$ cat config.mk
export PLATFORM = sky130hd
export DESIGN_NAME = i2c_trim_slave
export DESIGN_NICKNAME = d
export VERILOG_FILES = /design/src/rtl/trim_pkg.sv /design/src/rtl/bus_sync.sv /design/src/rtl/trim_regs.sv /design/src/rtl/i2c_trim_slave.sv
export SDC_FILE = /design/constraint.sdc
export NUM_CORES = 1
export LEC_CHECK = 0
export BUFFER_PORTS_ARGS = -buffer_cell sky130_fd_sc_hd__buf_2
export CORE_ASPECT_RATIO = 1.2
export CORE_MARGIN = 3
export CORE_UTILIZATION = 58
export CTS_CLUSTER_SIZE = 20
export DETAILED_ROUTE_END_ITERATION = 10
export HOLD_SLACK_MARGIN = 0.15
export PLACE_DENSITY = 0.8
export SLEW_MARGIN = 10
export SYNTH_ARGS = -nofsm -noshare
export SYNTH_HDL_FRONTEND = slang
export SYNTH_HIERARCHICAL = 1
export SYNTH_SLANG_ARGS = --single-unit
$ cat constraint.sdc
create_clock -name clk -period 2.84 [get_ports clk]
set_clock_uncertainty 0.2 [all_clocks]
set_input_delay 0.142 -clock clk [delete_from_list [all_inputs] [get_ports clk]]
set_output_delay 0.142 -clock clk [all_outputs]
set_load 0.1 [all_outputs]
$ cat src/rtl/trim_pkg.sv
package trim_pkg;

    localparam int DATA_W   = 8;
    localparam int NUM_REGS = 3;

    typedef enum logic [3:0] {
        ST_IDLE,
        ST_ID_RX,
        ST_ID_ACK,
        ST_ADDR_RX,
        ST_ADDR_ACK,
        ST_WR_RX,
        ST_WR_ACK,
        ST_RD_TX,
        ST_RD_ACK
    } state_t;

    typedef enum logic [1:0] {
        SEL_W0  = 2'd0,
        SEL_W1  = 2'd1,
        SEL_CTL = 2'd2
    } sel_t;

    // Register walk order for multi-byte transfers: W0 -> W1 -> CTL -> W0
    function automatic sel_t next_sel(input sel_t s);
        sel_t r;
        case (s)
            SEL_W0:  r = SEL_W1;
            SEL_W1:  r = SEL_CTL;
            default: r = SEL_W0;
        endcase
        return r;
    endfunction

endpackage

$ cat src/rtl/bus_sync.sv
module bus_sync #(
    parameter int STAGES = 2
) (
    input  logic clk,
    input  logic rst_n,
    input  logic scl_i,
    input  logic sda_i,
    output logic sda_o,
    output logic scl_rise,
    output logic scl_fall,
    output logic start_det,
    output logic stop_det
);
    localparam int CHAIN = (STAGES < 2) ? 2 : STAGES;

    logic [CHAIN-1:0] scl_sh, sda_sh;
    logic             scl_prev, sda_prev;
    logic             scl_s, sda_s;

    always_ff @(posedge clk or negedge rst_n) begin
        if (!rst_n) begin
            scl_sh   <= '1;
            sda_sh   <= '1;
            scl_prev <= 1'b1;
            sda_prev <= 1'b1;
        end else begin
            scl_sh   <= {scl_sh[CHAIN-2:0], scl_i};
            sda_sh   <= {sda_sh[CHAIN-2:0], sda_i};
            scl_prev <= scl_sh[CHAIN-1];
            sda_prev <= sda_sh[CHAIN-1];
        end
    end

    assign scl_s     = scl_sh[CHAIN-1];
    assign sda_s     = sda_sh[CHAIN-1];
    assign sda_o     = sda_s;
    assign scl_rise  = scl_s & ~scl_prev;
    assign scl_fall  = ~scl_s & scl_prev;
    assign start_det = scl_s & scl_prev & sda_prev & ~sda_s;
    assign stop_det  = scl_s & scl_prev & ~sda_prev & sda_s;

endmodule

$ cat src/rtl/trim_regs.sv
module trim_regs
    import trim_pkg::*;
#(
    parameter logic [DATA_W-1:0] RESET_VAL  = 8'h40,
    parameter logic [DATA_W-1:0] WIPER_MASK = 8'h7F,
    parameter logic [DATA_W-1:0] CTL_MASK   = 8'h40
) (
    input  logic              clk,
    input  logic              rst_n,
    input  logic              wr_en,
    input  sel_t              wr_sel,
    input  logic [DATA_W-1:0] wr_data,
    input  sel_t              rd_sel,
    output logic [DATA_W-1:0] rd_data,
    output logic [DATA_W-1:0] wiper0,
    output logic [DATA_W-1:0] wiper1,
    output logic [DATA_W-1:0] ctrl
);
    logic [DATA_W-1:0] regs_q [NUM_REGS];

    for (genvar g = 0; g < NUM_REGS; g++) begin : g_reg
        localparam logic [DATA_W-1:0] MASK = (g == int'(SEL_CTL)) ? CTL_MASK : WIPER_MASK;
        always_ff @(posedge clk or negedge rst_n) begin
            if (!rst_n)
                regs_q[g] <= RESET_VAL & MASK;
            else if (wr_en && (wr_sel == sel_t'(g)))
                regs_q[g] <= wr_data & MASK;
        end
    end

    always_comb begin
        case (rd_sel)
            SEL_W0:  rd_data = regs_q[0];
            SEL_W1:  rd_data = regs_q[1];
            SEL_CTL: rd_data = regs_q[2];
            default: rd_data = '0;
        endcase
    end

    assign wiper0 = regs_q[0];
    assign wiper1 = regs_q[1];
    assign ctrl   = regs_q[2];

    // wiper codes never carry bit 7
    a_r4_wiper_msb_clear: assert property (@(posedge clk) disable iff (!rst_n)
        !regs_q[0][DATA_W-1] && !regs_q[1][DATA_W-1]);

    // only the writable control bit may ever be set
    a_r5_ctl_reserved_zero: assert property (@(posedge clk) disable iff (!rst_n)
        (regs_q[2] & ~CTL_MASK) == '0);

    // a write to wiper 0 lands with the masked value one cycle later
    a_r4_w0_commit: assert property (@(posedge clk) disable iff (!rst_n)
        (wr_en && wr_sel == SEL_W0) |=> regs_q[0] == ($past(wr_data) & WIPER_MASK));

    // without a write strobe nothing moves
    a_r8_regs_hold: assert property (@(posedge clk) disable iff (!rst_n)
        !wr_en |=> ($stable(regs_q[0]) && $stable(regs_q[1]) && $stable(regs_q[2])));

endmodule

$ cat src/rtl/i2c_trim_slave.sv
module i2c_trim_slave
    import trim_pkg::*;
#(
    parameter int          SYNC_STAGES = 2,
    parameter logic [3:0]  ID_PREFIX   = 4'b1010,
    parameter logic [7:0]  ADDR_W0     = 8'h00,
    parameter logic [7:0]  ADDR_W1     = 8'h01,
    parameter logic [7:0]  ADDR_CTL    = 8'h10,
    parameter logic [7:0]  RESET_VAL   = 8'h40
) (
    input  logic       clk,
    input  logic       rst_n,
    input  logic       scl_i,
    input  logic       sda_i,
    input  logic [2:0] strap_i,
    output logic       sda_oe_o,
    output logic [7:0] wiper0_o,
    output logic [7:0] wiper1_o,
    output logic [7:0] ctrl_o
);
    localparam int CNT_W = $clog2(DATA_W + 1);
    localparam logic [CNT_W-1:0] BYTE_BITS = CNT_W'(DATA_W);

    logic sda_s, scl_rise, scl_fall, start_det, stop_det;

    bus_sync #(.STAGES(SYNC_STAGES)) u_sync (
        .clk       (clk),
        .rst_n     (rst_n),
        .scl_i     (scl_i),
        .sda_i     (sda_i),
        .sda_o     (sda_s),
        .scl_rise  (scl_rise),
        .scl_fall  (scl_fall),
        .start_det (start_det),
        .stop_det  (stop_det)
    );

    state_t             state_q, state_d;
    logic [CNT_W-1:0]   bits_q, bits_d;
    logic [DATA_W-1:0]  shift_q, shift_d;
    logic               oe_q, oe_d;
    logic               rw_q, rw_d;
    sel_t               ptr_q, ptr_d;
    logic               wr_en;
    logic [DATA_W-1:0]  rd_data;

    trim_regs #(.RESET_VAL(RESET_VAL)) u_regs (
        .clk     (clk),
        .rst_n   (rst_n),
        .wr_en   (wr_en),
        .wr_sel  (ptr_q),
        .wr_data (shift_q),
        .rd_sel  (ptr_q),
        .rd_data (rd_data),
        .wiper0  (wiper0_o),
        .wiper1  (wiper1_o),
        .ctrl    (ctrl_o)
    );

    // State register
    always_ff @(posedge clk or negedge rst_n) begin
        if (!rst_n) begin
            state_q <= ST_IDLE;
            bits_q  <= '0;
            shift_q <= '0;
            oe_q    <= 1'b0;
            rw_q    <= 1'b0;
            ptr_q   <= SEL_W0;
        end else begin
            state_q <= state_d;
            bits_q  <= bits_d;
            shift_q <= shift_d;
            oe_q    <= oe_d;
            rw_q    <= rw_d;
            ptr_q   <= ptr_d;
        end
    end

    // Next-state and output logic
    always_comb begin
        state_d = state_q;
        bits_d  = bits_q;
        shift_d = shift_q;
        oe_d    = oe_q;
        rw_d    = rw_q;
        ptr_d   = ptr_q;
        wr_en   = 1'b0;

        if (stop_det) begin
            state_d = ST_IDLE;
            oe_d    = 1'b0;
        end else if (start_det) begin
            state_d = ST_ID_RX;
            bits_d  = '0;
            oe_d    = 1'b0;
        end else begin
            unique case (state_q)
                ST_IDLE: ;
                ST_ID_RX, ST_ADDR_RX, ST_WR_RX: begin
                    if (scl_rise && bits_q < BYTE_BITS) begin
                        shift_d = {shift_q[DATA_W-2:0], sda_s};
                        bits_d  = bits_q + 1'b1;
                    end else if (scl_fall && bits_q == BYTE_BITS) begin
                        if (state_q == ST_ID_RX) begin
                            if (shift_q[7:1] == {ID_PREFIX, strap_i}) begin
                                rw_d    = shift_q[0];
                                oe_d    = 1'b1;
                                state_d = ST_ID_ACK;
                            end else begin
                                state_d = ST_IDLE;
                            end
                        end else if (state_q == ST_ADDR_RX) begin
                            oe_d    = 1'b1;
                            state_d = ST_ADDR_ACK;
                            if (shift_q == ADDR_W0)       ptr_d = SEL_W0;
                            else if (shift_q == ADDR_W1)  ptr_d = SEL_W1;
                            else if (shift_q == ADDR_CTL) ptr_d = SEL_CTL;
                            else begin
                                oe_d    = 1'b0;
                                state_d = ST_IDLE;
                            end
                        end else begin
                            oe_d    = 1'b1;
                            state_d = ST_WR_ACK;
                        end
                    end
                end
                ST_ID_ACK: begin
                    if (scl_fall) begin
                        if (rw_q) begin
                            shift_d = rd_data;
                            oe_d    = ~rd_data[DATA_W-1];
                            bits_d  = CNT_W'(1);
                            state_d = ST_RD_TX;
                        end else begin
                            oe_d    = 1'b0;
                            bits_d  = '0;
                            state_d = ST_ADDR_RX;
                        end
                    end
                end
                ST_ADDR_ACK: begin
                    if (scl_fall) begin
                        oe_d    = 1'b0;
                        bits_d  = '0;
                        state_d = ST_WR_RX;
                    end
                end
                ST_WR_ACK: begin
                    if (scl_rise) begin
                        wr_en = 1'b1;
                        ptr_d = next_sel(ptr_q);
                    end else if (scl_fall) begin
                        oe_d    = 1'b0;
                        bits_d  = '0;
                        state_d = ST_WR_RX;
                    end
                end
                ST_RD_TX: begin
                    if (scl_fall) begin
                        if (bits_q == BYTE_BITS) begin
                            oe_d    = 1'b0;
                            state_d = ST_RD_ACK;
                        end else begin
                            shift_d = {shift_q[DATA_W-2:0], 1'b0};
                            oe_d    = ~shift_q[DATA_W-2];
                            bits_d  = bits_q + 1'b1;
                        end
                    end
                end
                ST_RD_ACK: begin
                    if (scl_rise) begin
                        if (sda_s) state_d = ST_IDLE;
                        else       ptr_d   = next_sel(ptr_q);
                    end else if (scl_fall) begin
                        shift_d = rd_data;
                        oe_d    = ~rd_data[DATA_W-1];
                        bits_d  = CNT_W'(1);
                        state_d = ST_RD_TX;
                    end
                end
                default: state_d = ST_IDLE;
            endcase
        end
    end

    assign sda_oe_o = oe_q;

    // a STOP releases the line and parks the machine
    a_r8_stop_release: assert property (@(posedge clk) disable iff (!rst_n)
        stop_det |=> (!sda_oe_o && state_q == ST_IDLE));

    // the line is pulled only in ACK slots or read data bits
    a_r10_oe_slots: assert property (@(posedge clk) disable iff (!rst_n)
        sda_oe_o |-> (state_q inside {ST_ID_ACK, ST_ADDR_ACK, ST_WR_ACK, ST_RD_TX}));

    // register writes only on the rising clock of the data ACK slot
    a_r4_commit_point: assert property (@(posedge clk) disable iff (!rst_n)
        wr_en |-> (state_q == ST_WR_ACK && scl_rise));

    // idle stays released until something happens on the bus
    a_r8_idle_released: assert property (@(posedge clk) disable iff (!rst_n)
        state_q == ST_IDLE |-> !sda_oe_o);

endmodule

==> reports/metrics.csv, run 1 <==
stage,metric,value,unit
sta,rsz0062_at_grt,no,
floorplan,ios,32,
floorplan,core-area,4330,sq um
cts,hold_buffers,3,
sta,setup_violations,0,
cts,post_cts_buffers,0,
synthesis,yosys_warnings,6,
floorplan,die_height,79.7,microns
cts,cts.root.buffer_cell,clkbuf_8,
synthesis,synth_cell_types,57,
route,wl,5810,microns
place,gpl.final_weighted_congestion,0.997,
job,maxCapViolCount,0,
route,viasPerCell,6.08,
setup_path,cp.required,2.82,ns
cts,cts_made_buffers,5,
synthesis,syn_area_per_cell,10.3,sq um
route,wl_per_cell,16.8,microns
synthesis,synthFlopType,dfrtp_1,
route,antenna_left,0,
status,outcome,completed,
floorplan,rows,26,
synthesis,ys_seq_area_frac,0.395,
sta,slew_headroom,0.392,
sta,setup_tns,0,ns
floorplan,start_util,0.607,
global_route,grt_pass1_vias,1984,
synthesis,synth_area,2630,sq um
global_route,grt_antenna_before_repair,0,
setup_path,arrival,2.69,ns
cts,clockBufferDepth,2,
setup_path,startpoint_type,flop,
floorplan,die_w,67.4,microns
route,drcViolationCount,0,
setup_path,cp_max_fo,18,
place,io_buffers,22,
final_layout,multi_input_area,1450,sq um
final_layout,fillers,344,
sta,fin_crit_sh,0.955,
setup_path,cp_cell_sequence,nor4bb_1 -> nand2_1 -> nor2_1 -> nor3b_4 -> mux2_2,
setup_path,crit_slowest_cell,nor4bb_1,
cts,clock_latency,0.30,ns
final_layout,nNetsFinal,297,
route,via_count,2098,
final_layout,area_growth,11.7,%
synthesis,synth-edff-count,0,
sta,tightestPinTransition,0.912,ns
floorplan,dieArea,5380,sq um
global_route,grt_pass1_wl,9450,microns
setup_path,critPathMaxStageDelay,0.61,ns
setup_path,worstSetupPathType,reg2reg,
cts,clkSlewWorstSetupHoldPaths,0.08,ns
global_route,grt_usage,0.236,
setup_path,crit_path_end_kind,flop,
place,post-dp-hpwl,4190,microns
route,drt_iter0_markers,267,
power_and_ir_drop,ir_drop,0.381,mV
power_and_ir_drop,power_density,552,nW/um^2
final_layout,regArea,1040,sq um
synthesis,async_flop_share,1.00,
cts,post_cts_resized,0,
route,first_pass_iters,5,
sta,slew_viol_final,0,
cts,tritoncts,built,
final_layout,antennaDiodeCount,0,
synthesis,synth_seq_cells,41,
final_layout,layout_commonest_cell,mux2_2,
power_and_ir_drop,p_leak,1.31,nW
global_route,grt_max_degree,42,
global_route,overflow,0,
sta,min_period,2.71,ns
cts,htree_num_levels,2,
final_layout,final_cell_mix,"36 x mux2_2, 32 x dfrtp_1, 22 x buf_2, 17 x nor2_1, 16 x buf_4",
sta,maxClockFrequency,369,MHz
final_layout,drive_above_1_share,0.336,
power_and_ir_drop,power,1.62,mW
cts,cts.sinks,41,
sta,hold_viol,0,
synthesis,syn-instance-count,254,
worst_hold_path,hold_path.class,reg2reg,
[sequential cells by signal (all words and copies together), names as in the netlist]
register         cells
bits_q               4
ptr_q                2
rw_q                 1
sda_oe_o             1
shift_q              8
state_q              4
u_regs/ctrl          1
u_regs/wiper0        7
u_regs/wiper1        7
u_sync/scl_prev      1
u_sync/scl_sh        2
u_sync/sda_prev      1
u_sync/sda_sh        2
[layer usage]
layer / vias to the layer above / part of all wire / track usage
met3: 22 / 0.055 / 0.0479
li1: 984 / - / -
met2: 89 / 0.51 / 0.394
met4: 0 / 0.035 / 0.108
met1: 1003 / 0.40 / 0.288
met5: - / 0 / 0
[metrics by stage]
stage | utilization | setup slack (ns) | instance area (sq um) | hold slack, ns | std cells
after floorplan | - | 0.499 | 2660 | -0.354 | 263
after global placement | 0.652 | 0.210 | 2820 | 0.0470 | 334
after detailed placement | 0.652 | 0.237 | 2820 | 0.0504 | 334
after CTS | 0.678 | 0.195 | 2930 | 0.153 | 345
after global routing | 0.678 | 0.0274 | 2930 | 0.154 | 345
final | 0.678 | 0.127 | 2930 | 0.150 | 345
[cell families after synthesis]
| kind of cell | after synthesis | share of synthesized area |
|---|---|---|
| flip-flops | 41 | 0.395 |
| XOR/XNOR | 3 | 0.0100 |
| AO/OA/AOI/OAI | 50 | 0.142 |
| buffers and inverters | 33 | 0.0681 |
| AND/OR/NAND/NOR | 78 | 0.182 |
| adder cells (fa/ha/maj) | 2 | 0.00952 |
| other | 1 | 0.00143 |
| multiplexers | 46 | 0.192 |
[where the power goes]
part / total [mW] / internal (mW) / switching (mW) / leakage (nW)
registers: 0.772 / 0.658 / 0.114 / 0.518
clock network: 0.378 / 0.174 / 0.204 / 0.0385
logic: 0.469 / 0.223 / 0.246 / 0.751
[cell type report]
cell class / count / share of cell area
multi-input combinational: 189 / 0.493
sequential: 41 / 0.354
clock inverter: 1 / 0.00256
clock buffer: 7 / 0.0260
tap: 56 / 0.0239
inverter: 10 / 0.0128
timing repair buffer: 41 / 0.0887
[critical path, delay by kind of cell (launching register included)]
kind	cells	cell delay [ns]
DFF	1	0.58
and+or+nand+nor	4	1.42
muxes	1	0.39
[synthesized netlist by cell type (5+ instances only)]
library cell | instances | area share
dfstp_2 | 9 | 0.090
nor2b_1 | 7 | 0.017
nand2_1 | 9 | 0.013
nand3_1 | 9 | 0.017
dfrtp_1 | 32 | 0.30
o21ai_0 | 9 | 0.017
mux2_2 | 36 | 0.15
inv_1 | 10 | 0.014
mux2i_1 | 10 | 0.038
nor4_1 | 5 | 0.012
nand2b_1 | 5 | 0.012
nor2_1 | 17 | 0.024
a21oi_1 | 11 | 0.021
buf_4 | 10 | 0.029
buf_2 | 8 | 0.015
[final timing paths]
path	startpoint	endpoint	slack, ns	cells after the start
max in group asynchronous	rst_n	shift_q[4]	1.55	2
min reg2reg	u_sync/sda_sh[0]	u_sync/sda_sh[1]	0.15	0
min in group asynchronous	rst_n	state_q[1]	0.31	2
min	u_sync/sda_sh[0]	u_sync/sda_sh[1]	0.15	0
max reg2reg	state_q[3]	u_regs/wiper0[1]	0.13	5
max	state_q[3]	u_regs/wiper0[1]	0.13	5
No activity file was read; power rests on OpenSTA's default activity.
==> inputs of run 2 (changes only) <==
--- a/config.mk
+++ b/config.mk
@@ -11,6 +11,7 @@
 export CORE_UTILIZATION = 58
 export CTS_CLUSTER_SIZE = 20
 export DETAILED_ROUTE_END_ITERATION = 10
+export GPL_TIMING_DRIVEN = 0
 export HOLD_SLACK_MARGIN = 0.15
 export PLACE_DENSITY = 0.8
 export SLEW_MARGIN = 10
==> reports/metrics.csv, run 2 (same netlist as run 1, synthesis figures left out) <==
stage,metric,value,unit,change
final_layout,area_growth,13.8,%,
cts,cts.sinks,41,,unchanged
global_route,grt_max_degree,42,,unchanged
global_route,grt_pass1_wl,9910,microns,+4.9%
sta,setup_violations,0,,unchanged
route,drt_iter0_markers,234,,-12%
final_layout,fillers,343,,-0.29%
global_route,grt_pass1_vias,2115,,+6.6%
place,gpl.final_weighted_congestion,0.949,,-4.8%
power_and_ir_drop,combPwrFrac,0.301,,+0.011
final_layout,layout_commonest_cell,mux2_2,,
cts,clock_latency,0.30,ns,about the same
sta,maxClockFrequency,374,MHz,+1.6%
cts,htree_num_levels,2,,unchanged
place,io_buffers,22,,unchanged
power_and_ir_drop,p_switching,0.575,mW,+1.8%
sta,min_period,2.67,ns,-0.0416 ns
power_and_ir_drop,clockPowerShare,0.236,,+0.002
route,antenna_left,0,,unchanged
job,maxCapViolCount,0,,unchanged
floorplan,rows,26,,unchanged
cts,cts_made_buffers,5,,unchanged
status,outcome,completed,,
route,drcViolationCount,0,,unchanged
floorplan,core-area,4330,sq um,unchanged
route,viasPerCell,6.03,,-0.92%
floorplan,start_util,0.607,,unchanged
route,wl_per_cell,16.5,microns,-2.3%
route,first_pass_iters,4,,-1
power_and_ir_drop,ir_drop,0.378,mV,-0.62%
floorplan,dieArea,5380,sq um,unchanged
sta,setup_tns,0,ns,unchanged
setup_path,cp.required,2.83,ns,about the same
power_and_ir_drop,power_density,549,nW/um^2,-0.50%
final_layout,top_register,shift_q,,
sta,hold_viol,0,,unchanged
final_layout,regArea,1040,sq um,unchanged
final_layout,nNetsFinal,305,,+2.7%
sta,tightestPinTransition,0.891,ns,-0.0215 ns
final_layout,final_cell_mix,"36 x mux2_2, 32 x dfrtp_1, 30 x buf_2, 16 x nor2_1, 11 x a21oi_1",,
final_layout,antennaDiodeCount,0,,unchanged
sta,slew_viol_final,0,,unchanged
place,post-dp-hpwl,4170,microns,-0.64%
sta,whs,0.152,ns,+0.00260 ns
setup_path,startpoint_type,flop,,
sta,slew_headroom,0.406,,+0.0143
setup_path,crit_path_end_kind,flop,,
final_layout,largest_reg_flops,8,,unchanged
power_and_ir_drop,power,1.64,mW,+1.4%
route,via_count,2127,,+1.4%
power_and_ir_drop,seqPwrFrac,0.463,,-0.014
setup_path,worstSetupPathType,reg2reg,,
floorplan,ios,32,,unchanged
cts,clkSlewWorstSetupHoldPaths,0.09,ns,about the same
worst_hold_path,hold_path.class,reg2reg,,
setup_path,cp_max_fo,7,,-11
power_and_ir_drop,p_sw_frac,0.350,,+0.00144
global_route,overflow,0,,unchanged
power_and_ir_drop,p_leak,1.35,nW,+3.3%
cts,clockBufferDepth,2,,unchanged
cts,cts.root.buffer_cell,clkbuf_8,,
global_route,grt_usage,0.241,,+0.00561
floorplan,die_height,79.7,microns,unchanged
sta,fin_crit_sh,0.940,,-0.0146
global_route,grt_antenna_before_repair,0,,unchanged
setup_path,arrival,2.66,ns,-0.03 ns
sta,rsz0062_at_grt,no,,
final_layout,multi_input_area,1450,sq um,+0.52%
cts,tritoncts,built,,
power_and_ir_drop,p_int,1.07,mW,+1.1%
floorplan,die_w,67.4,microns,unchanged
final_layout,drive_above_1_share,0.354,,+0.0179
route,wl,5810,microns,unchanged
==> run 2: changes by cell type in the layout (fill, tap and decap cells not counted) <==
cell,before,now
buf_2,22,30
buf_4,16,10
a211oi_1,2,1
a211oi_2,0,1
buf_1,0,1
buf_12,0,1
buf_6,0,1
clkbuf_1,2,3
clkinv_2,0,1
inv_6,0,1
nor2_1,17,16
nor2_2,0,1
==> run 2: path summary, 6_finish.rpt <==
path	startpoint	end	slack [ns]	cells past startpoint
setup / recovery	u_sync/scl_sh[1]	u_regs/wiper0[0]	0.17	6
min in group asynchronous	rst_n	bits_q[2]	0.29	2
max in group asynchronous	rst_n	state_q[2]	1.57	2
hold reg to reg	u_sync/sda_sh[0]	u_sync/sda_sh[1]	0.15	0
hold / removal	u_sync/sda_sh[0]	u_sync/sda_sh[1]	0.15	0
setup reg to reg	u_sync/scl_sh[1]	u_regs/wiper0[0]	0.17	6
==> run 2: repair_timing <==
action                                 in CTS  in global routing
hold buffers                                3                  0
setup endpoints to repair                   0                 12
resized for setup                           0                  2
buffers inserted                            0                  1
endpoints found under the hold margin      34                  0
==> run 2: final cells by class <==
type	count	area share
repair buffers	26	0.0536
flip-flops and latches	41	0.347
clock inverters	3	0.00712
plain buffers	23	0.0473
multi-input cells	189	0.486
well taps	56	0.0234
inverters	10	0.0126
clock buffers	5	0.0230
==> run 2: per-stage QoR <==
step / instances / area [sq um] / worst slack, ns / util
2_1_floorplan: 263 / 2660 / 0.499 / -
3_3_place_gp: 341 / 2840 / 0.125 / 0.657
3_5_place_dp: 341 / 2840 / 0.120 / 0.657
4_1_cts: 352 / 2960 / 0.0616 / 0.685
5_1_grt: 353 / 2990 / 0.0273 / 0.691
6_report: 353 / 2990 / 0.169 / 0.691
==> run 2: critical path: stages, from the launching register on <==
cell	delay [ns]
dfstp_2	0.57
nor2b_1	0.15
clkbuf_1	0.36
nand2_1	0.14
nor2_1	0.27
nor3b_4	0.47
mux2_2	0.39
==> run 2: power by group through the flow <==
| stage | combinational (mW) | clock, mW | sequential [mW] |
|---|---|---|---|
| finish | 0.493 | 0.388 | 0.761 |
| global route | 0.551 | 0.420 | 0.775 |
| CTS | 0.469 | 0.400 | 0.760 |
| detailed placement | 0.466 | 0 | 0.769 |
| global placement | 0.452 | 0 | 0.767 |
| floorplan | 0.391 | 0 | 0.734 |
==> run 2: per-layer routing <==
layer | GRT usage | part of all wire
met3 | 0.0408 | 0.046
met2 | 0.406 | 0.51
met4 | 0.114 | 0.026
met5 | 0 | 0
met1 | 0.295 | 0.42
